==> config.mk <==
export PLATFORM = sky130hd
export DESIGN_NAME = eeprom_mode_reg
export DESIGN_NICKNAME = d
export VERILOG_FILES = /design/src/rtl/eeprom_mode_pkg.sv /design/src/rtl/eeprom_mode_ctrl.sv /design/src/rtl/eeprom_mode_pins.sv /design/src/rtl/eeprom_mode_reg.sv
export SDC_FILE = /design/constraint.sdc
export NUM_CORES = 1
export LEC_CHECK = 0
export ABC_AREA = 1
export CORE_AREA = 2 2 69 71
export DETAILED_ROUTE_END_ITERATION = 6
export DIE_AREA = 0 0 71 73
export PLACE_DENSITY_LB_ADDON = 0.2
export SYNTH_ARGS = -nofsm -noshare
export SYNTH_HDL_FRONTEND = slang
export SYNTH_SLANG_ARGS = --single-unit
==> constraint.sdc <==
create_clock -name clk -period 1.9 [get_ports clk]
set_input_delay 0.475 -clock clk [delete_from_list [all_inputs] [get_ports clk]]
set_output_delay 0.475 -clock clk [all_outputs]
set_load 0.05 [all_outputs]
==> src/rtl/eeprom_mode_pkg.sv <==
package eeprom_mode_pkg;

  typedef enum logic [1:0] {
    MODE_NORMAL   = 2'b00,
    MODE_RELOAD   = 2'b01,
    MODE_PROGRAM  = 2'b10,
    MODE_CFGWRITE = 2'b11
  } eeMode_t;

  // Control-to-datapath strobes
  typedef struct packed {
    eeMode_t    mode;     // current stored mode
    logic       pinWr;    // an accepted write updates the pin latch
    logic [2:0] pinData;  // {cs, sk, di} to latch (zero unless programming)
  } ctrlStrobe_t;

endpackage

==> src/rtl/eeprom_mode_ctrl.sv <==
module eeprom_mode_ctrl
  import eeprom_mode_pkg::*;
#(
  parameter int ADDR_W = 8,
  parameter logic [ADDR_W-1:0] CTRL_ADDR = 'h20,
  parameter int LOAD_CYCLES = 100000
) (
  input  logic              clk,
  input  logic              rstN,
  input  logic [ADDR_W-1:0] regAddr,
  input  logic              regWe,
  input  logic [7:0]        regWdata,
  input  logic              protWrReq,
  output ctrlStrobe_t       strobe,
  output logic              softRstPulse,
  output logic              netDisable,
  output logic              protWrGrant
);

  localparam int CNT_W = (LOAD_CYCLES > 1) ? $clog2(LOAD_CYCLES) : 1;
  localparam logic [CNT_W-1:0] LOAD_LAST = CNT_W'(LOAD_CYCLES - 1);

  eeMode_t          mode;
  eeMode_t          newMode;
  logic [CNT_W-1:0] loadCnt;
  logic             regHit;
  logic             wrAccept;
  logic             unusedWdata;

  assign unusedWdata = ^{regWdata[5:4], regWdata[0]};

  assign regHit   = regWe && (regAddr == CTRL_ADDR);
  assign wrAccept = regHit && (mode != MODE_RELOAD);
  assign newMode  = eeMode_t'(regWdata[7:6]);

  always_ff @(posedge clk or negedge rstN) begin
    if (!rstN) begin
      mode         <= MODE_NORMAL;
      loadCnt      <= '0;
      softRstPulse <= 1'b0;
    end else begin
      softRstPulse <= 1'b0;
      if (mode == MODE_RELOAD) begin
        if (loadCnt == '0) begin
          mode         <= MODE_NORMAL;
          softRstPulse <= 1'b1;
        end else begin
          loadCnt <= loadCnt - 1'b1;
        end
      end else if (wrAccept) begin
        mode <= newMode;
        if (newMode == MODE_RELOAD) begin
          loadCnt <= LOAD_LAST;
        end
      end
    end
  end

  always_comb begin
    strobe.mode    = mode;
    strobe.pinWr   = wrAccept;
    strobe.pinData = (newMode == MODE_PROGRAM) ? regWdata[3:1] : 3'b000;
  end

  assign netDisable  = (mode == MODE_PROGRAM);
  assign protWrGrant = protWrReq && (mode == MODE_CFGWRITE);

  AST_PULSE_ENDS_RELOAD: assert property (@(posedge clk) disable iff (!rstN)
    softRstPulse |-> (mode == MODE_NORMAL) && ($past(mode) == MODE_RELOAD));
  AST_PULSE_SINGLE: assert property (@(posedge clk) disable iff (!rstN)
    softRstPulse |=> !softRstPulse);
  AST_RELOAD_HOLDS: assert property (@(posedge clk) disable iff (!rstN)
    (mode == MODE_RELOAD) |=> (mode == MODE_RELOAD) || (mode == MODE_NORMAL));
  AST_RELOAD_EXIT_PULSES: assert property (@(posedge clk) disable iff (!rstN)
    (mode == MODE_RELOAD) ##1 (mode == MODE_NORMAL) |-> softRstPulse);

endmodule

==> src/rtl/eeprom_mode_pins.sv <==
module eeprom_mode_pins
  import eeprom_mode_pkg::*;
#(
  parameter int ADDR_W = 8,
  parameter logic [ADDR_W-1:0] CTRL_ADDR = 'h20
) (
  input  logic              clk,
  input  logic              rstN,
  input  ctrlStrobe_t       strobe,
  input  logic [ADDR_W-1:0] regAddr,
  input  logic              romDo,
  output logic              romCs,
  output logic              romSk,
  output logic              romDi,
  output logic [7:0]        regRdata
);

  logic [2:0] pinLatch;
  logic [3:0] lowBits;

  always_ff @(posedge clk or negedge rstN) begin
    if (!rstN) begin
      pinLatch <= 3'b000;
    end else if (strobe.pinWr) begin
      pinLatch <= strobe.pinData;
    end
  end

  assign romCs = pinLatch[2];
  assign romSk = pinLatch[1];
  assign romDi = pinLatch[0];

  always_comb begin
    unique case (strobe.mode)
      MODE_PROGRAM: lowBits = {pinLatch, romDo};
      MODE_RELOAD:  lowBits = {3'b000, romDo};
      default:      lowBits = 4'b0000;
    endcase
    regRdata = (regAddr == CTRL_ADDR) ? {strobe.mode, 2'b00, lowBits} : 8'h00;
  end

  AST_PINS_IDLE: assert property (@(posedge clk) disable iff (!rstN)
    (strobe.mode != MODE_PROGRAM) |-> !romCs && !romSk && !romDi);
  AST_PINS_STABLE: assert property (@(posedge clk) disable iff (!rstN)
    !$past(strobe.pinWr) |-> $stable(pinLatch));

endmodule

==> src/rtl/eeprom_mode_reg.sv <==
module eeprom_mode_reg
  import eeprom_mode_pkg::*;
#(
  parameter int ADDR_W = 8,
  parameter logic [ADDR_W-1:0] CTRL_ADDR = 'h20,
  parameter int LOAD_CYCLES = 100000
) (
  input  logic              clk,
  input  logic              rstN,
  input  logic [ADDR_W-1:0] regAddr,
  input  logic              regWe,
  input  logic [7:0]        regWdata,
  output logic [7:0]        regRdata,
  input  logic              romDo,
  output logic              romCs,
  output logic              romSk,
  output logic              romDi,
  input  logic              protWrReq,
  output logic              protWrGrant,
  output logic              netDisable,
  output logic              softRstPulse
);

  ctrlStrobe_t strobe;

  eeprom_mode_ctrl #(
    .ADDR_W(ADDR_W), .CTRL_ADDR(CTRL_ADDR), .LOAD_CYCLES(LOAD_CYCLES)
  ) u_ctrl (
    .clk(clk), .rstN(rstN), .regAddr(regAddr), .regWe(regWe),
    .regWdata(regWdata), .protWrReq(protWrReq), .strobe(strobe),
    .softRstPulse(softRstPulse), .netDisable(netDisable),
    .protWrGrant(protWrGrant)
  );

  eeprom_mode_pins #(
    .ADDR_W(ADDR_W), .CTRL_ADDR(CTRL_ADDR)
  ) u_pins (
    .clk(clk), .rstN(rstN), .strobe(strobe), .regAddr(regAddr),
    .romDo(romDo), .romCs(romCs), .romSk(romSk), .romDi(romDi),
    .regRdata(regRdata)
  );

endmodule

==> metrics.cfg, run 1 <==
[detailed_routing]
routed_wirelength_mm = 3.85
firstDrtPassIters = 4
drt-initial-drc-count = 94
wl_per_cell_um = 11.4
drc = 0
route.vias.total = 1566
avgViaCountPerCell = 4.65
ant_nets = 0

[critical_path]
worst-r2r-cell-count = 9
r2r-start = u_ctrl.loadCnt[0]
critPathLaunchType = flip-flop
critPathLaunch = u_ctrl.mode[1]
critical_path_arrival_ps = 1400
cp-end-kind = primary output
cp.required_ps = 1420
path_max_fanout = 2
critical_path_class = reg -> out

[floorplanning]
rows = 25
io_pins = 35
start_util_pct = 38.1
fp.dieW_um = 71
die_area_um2 = 5180
core_um2 = 4540
die_y_um = 73

[power_and_ir_drop]
clkPwrFrac_pct = 15.4
p_per_area_nw_per_um2 = 878
p_leak_uw = 0.00109
p_sw_share_pct = 44.3
p_int_uw = 1120
combinationalPowerShare_pct = 47.4
p_seq_share_pct = 37.2
ir_drop_v = 0.000627
finalPower_uw = 2020
p_sw_uw = 893

[logic_synthesis]
synth_flop_cell = dfrtp_1
syn_inst = 242
synth_edf_count = 0
ys_seq_elements = 23
synthArstFlopShare_pct = 100
synth_area_um2 = 1730
synthDistinctLibCells = 28
ys_seq_area_share_pct = 33.3
synth_warnings = 0
avgSynthCellArea_um2 = 7.14

[placed_design]
place_area_um2 = 2160
pre_cts_ws_ps = -277
place_inst = 326
io_buffer_count = 29
hpwl_mm = 2.85
place.gp.congestion = 0.833

[clock_network]
clk_latency_ps = 270
clock_path_buffers = 2
cts_hold_buf = 0
cts-root-buf = clkbuf_8
cts_sinks = 23
tritoncts = built
clkTransAtPathRegs_ps = 80
numCtsBuffers = 3
cts_max_level = 1

[cells_and_area]
final_common_cell = nand2_1
layout-drive-gt1-share_pct = 26.9
diodes = 0
instances_no_fill = 337
fillers = 462
nets = 309
final_area_um2 = 2290
synthToLayoutAreaGrowth_pct = 32.8
layout_common_cells = 64 x nand2_1, 35 x nand3_1, 32 x nor2_1
fin_util_pct = 50.6

[global_route]
grt_pass1_wl_mm = 7.02
grt_overflow = 0
grt_max_degree = 24
grt_use_total_pct = 16.7
grt_pass1_vias = 1512
antenna_found_initial = 0

[run]
drv_cap = 0

[sta]
clock_skew_ps = 4.45
period_minus_slack_ps = 1870
fin_ws_ps = 28.9
post-route-period-util_pct = 98.5
fmax_mhz = 534
finalSetupViolations = 0
rsz0062_at_grt = true
maxSlewViolCount = 0
hold_viol_final = 0

[worst_hold_path]
hold_start = u_pins.pinLatch[0]
whs_path_depth = 2
hold_path_class = reg -> reg

[outcome]
outcome = completed

==> power groups by stage <==
stage / logic [uW] / clock network (uW) / registers, uW
floorplan: 782 / 0 / 726
global placement: 934 / 0 / 758
detailed placement: 946 / 0 / 759
CTS: 962 / 325 / 750
global route: 1100 / 344 / 776
finish: 955 / 311 / 750
==> sequential cells by signal (all words and copies together) (netlist names) <==
| register | cells |
|---|---|
| u_ctrl.loadCnt | 17 |
| u_pins.pinLatch | 3 |
| u_ctrl.softRstPulse | 1 |
| u_ctrl.mode | 2 |
==> what timing repair did <==
action / CTS / global route
setup buffers: 5 / 2
pin swaps: 8 / 5
resized for setup: 30 / 5
endpoints found under the setup margin: 6 / 6
==> stage by stage <==
stage | setup TNS (ps) | hold WS [ps]
final | 0 | 525
after global routing | -33.0 | 584
after CTS | 0 | 534
after detailed placement | -1760 | 515
after global placement | -1520 | 512
after floorplan | -430 | 179
==> kinds of logic (layout without fill, tap and decap cells) <==
family,after synthesis,count (layout),share of synthesized area [%]
other,1,2,0.217
AOI/OAI and AO/OA,7,7,2.03
xor gates and xnor gates,2,2,1.01
and+or+nand+nor,176,176,51.4
adders and majority gates,4,4,2.90
buffers and inverters,29,69,9.12
DFF,23,23,33.3
==> layout make-up <==
class	instances	area, um^2	area share, %
clock buffer	4	45.0	1.96
inverter	22	85.1	3.71
multi-input combinational	191	1070	46.8
sequential	23	576	25.1
tap	54	67.6	2.94
timing repair buffer	43	448	19.5
==> per-layer routing <==
layer / global-route usage, % / vias up / part of all wire [%] / wire [um]
li1: - / 842 / - / -
met1: 23.5 / 707 / 49 / 1870
met2: 27.4 / 13 / 48 / 1860
met3: 1.66 / 4 / 1.9 / 75
met4: 4.40 / 0 / 1.1 / 44
met5: 0 / - / 0 / 0
==> worst max-delay path: stages, from the launching register on <==
cell,delay [ps]
dfrtp_1,400
buf_6,130
ha_4,230
nor3_4,210
buf_12,160
==> cells in the mapped netlist (3+ instances only) <==
master	count	area, um^2
nand3b_1	4	30.0
nand3_1	36	180
nand2_4	3	33.8
inv_1	21	78.8
dfrtp_1	23	576
nand2_1	65	244
nor2_1	37	139
o21ai_0	7	35.0
ha_1	4	50.1
nor2_2	3	18.8
nand2_2	15	93.8
nor2_4	3	33.8
==> path summary, 6_finish.rpt <==
path	to	slack [ps]
hold / removal	u_pins.pinLatch[0]	530
setup reg to reg	u_ctrl.loadCnt[6]	190
setup / recovery	regRdata[0]	30
hold reg to reg	u_pins.pinLatch[0]	530
min in group asynchronous	u_ctrl.loadCnt[14]	550
max in group asynchronous	u_pins.pinLatch[0]	1110
Power figures use the tool's default switching activity.
==> run 2, diff against run 1 <==
Settings changed: MAX_ROUTING_LAYER from default to met4.
==> run 2 against run 1 <==
- power is essentially flat
- final area unchanged
- sequential cell count unchanged
- highest routed layer unchanged
- sequential share of layout area stayed put
==> metrics.cfg, run 2 (synthesis results as in run 1) <==
[floorplanning]
core_um2 = 4540
fp.dieW_um = 71
start_util_pct = 38.1
rows = 25
die_area_um2 = 5180
io_pins = 35
die_y_um = 73

[detailed_routing]
route.vias.total = 1565
ant_nets = 0
firstDrtPassIters = 4
drc = 0
avgViaCountPerCell = 4.64
wl_per_cell_um = 11.4
routed_wirelength_mm = 3.85
drt-initial-drc-count = 94

[cells_and_area]
layout_common_cells = 64 x nand2_1, 35 x nand3_1, 32 x nor2_1
synthToLayoutAreaGrowth_pct = 32.8
layout-drive-gt1-share_pct = 26.9
nets = 309
top_regs = u_ctrl.loadCnt x17, u_pins.pinLatch x3, u_ctrl.mode x2
instances_no_fill = 337
top_register = u_ctrl.loadCnt
diodes = 0
largest_register_ffs = 17
final_common_cell = nand2_1
final_area_um2 = 2290

[critical_path]
regToRegSetupSlack_ps = 190
critical_path_arrival_ps = 1400
critical_path_class = reg -> out
critPathLaunchType = flip-flop
worst-r2r-cell-count = 9
cp.required_ps = 1420
crit_chain = buf_6 > ha_4 > nor3_4 > buf_12
cp-end-kind = primary output
path_max_fanout = 2
worst_path_largest_cell_delay_ps = 400
slowest_stage = dfrtp_1

[sta]
fmax_mhz = 534
maxSlewViolCount = 0
hold_viol_final = 0
rsz0062_at_grt = true
post-route-period-util_pct = 98.5
clock_skew_ps = 4.44
finalSetupViolations = 0
period_minus_slack_ps = 1870

[placed_design]
place_inst = 326
io_buffer_count = 29
place_area_um2 = 2160
place.gp.congestion = 0.845
hpwl_mm = 2.85

[run]
drv_cap = 0

[global_route]
grt_max_degree = 24
grt_use_total_pct = 17.2
grt_pass1_vias = 1512
grt_pass1_wl_mm = 7.02
antenna_found_initial = 0
grt_overflow = 0

[clock_network]
clkTransAtPathRegs_ps = 80
numCtsBuffers = 3
cts_hold_buf = 0
cts_max_level = 1
cts-root-buf = clkbuf_8
tritoncts = built
clk_latency_ps = 270
clock_path_buffers = 2
cts_sinks = 23

[power_and_ir_drop]
ir_drop_v = 0.000627
p_leak_uw = 0.00109
p_per_area_nw_per_um2 = 878

[worst_hold_path]
hold_path_class = reg -> reg
whs_path_depth = 2

[outcome]
outcome = completed

==> run 2: cell counts in the layout (fill, tap and decap cells not counted) <==
Identical to the previous run, type by type.
==> run 2: what timing repair did <==
action / in CTS / in global routing
buffers inserted: 5 / 2
pin swaps: 8 / 5
resized for setup: 30 / 5
setup endpoints to repair: 6 / 6
==> run 2: worst max-delay path, delay by kind of cell (launching register included) <==
kind | cells | cell delay, ps
buffers and inverters | 2 | 290
adders and majority gates | 1 | 230
and+or+nand+nor | 1 | 210
DFF | 1 | 400
==> run 2: power breakdown <==
part           leakage [uW]  switching (uW)  internal (uW)
combinational      0.000760             585            370
clock             0.0000228             161            150
sequential         0.000304             147            603
total               0.00109             893           1120
==> run 2: final cells by class <==
type | instances | area, um^2
Clock buffer | 4 | 45.0
Sequential cell | 23 | 576
Tap cell | 54 | 67.6
Inverter | 22 | 85.1
Timing Repair Buffer | 43 | 448
Multi-Input combinational cell | 191 | 1070
Fill cell | 462 | 2240
==> run 2: final timing paths <==
path	start	endpoint
min in group asynchronous	rstN	u_ctrl.loadCnt[14]
worst max-delay path	u_ctrl.mode[1]	regRdata[0]
worst min register to register	u_pins.pinLatch[0]	u_pins.pinLatch[0]
worst max register to register	u_ctrl.loadCnt[0]	u_ctrl.loadCnt[6]
max in group asynchronous	rstN	u_pins.pinLatch[0]
worst min-delay path	u_pins.pinLatch[0]	u_pins.pinLatch[0]
==> run 2: through the flow <==
stage	hold WS (ps)	power (uW)	setup slack, ps	setup TNS (ps)	utilization, %
after floorplan	179	1510	-169	-430	-
after global placement	512	1690	-262	-1520	47.6
after detailed placement	515	1700	-277	-1760	47.6
after CTS	534	2040	1.04	0	50.0
after global routing	584	2220	-28.9	-33.0	50.6
final	525	2020	28.8	0	50.6
==> run 2: metal layers <==
metal / GRT usage, % / vias up / wire, um / part of all wire, %
li1: - / 843 / - / -
met1: 23.5 / 705 / 1870 / 49
met2: 27.4 / 13 / 1860 / 48
met3: 1.66 / 4 / 74 / 1.9
met4: 4.40 / 0 / 44 / 1.1
met5: - / - / 0 / 0
==> run 3, diff against run 2 <==
Settings changed: HOLD_SLACK_MARGIN from default to 0.12.
==> results of run 3 <==
Final layout, timing and power as in run 2 (identical DEF).
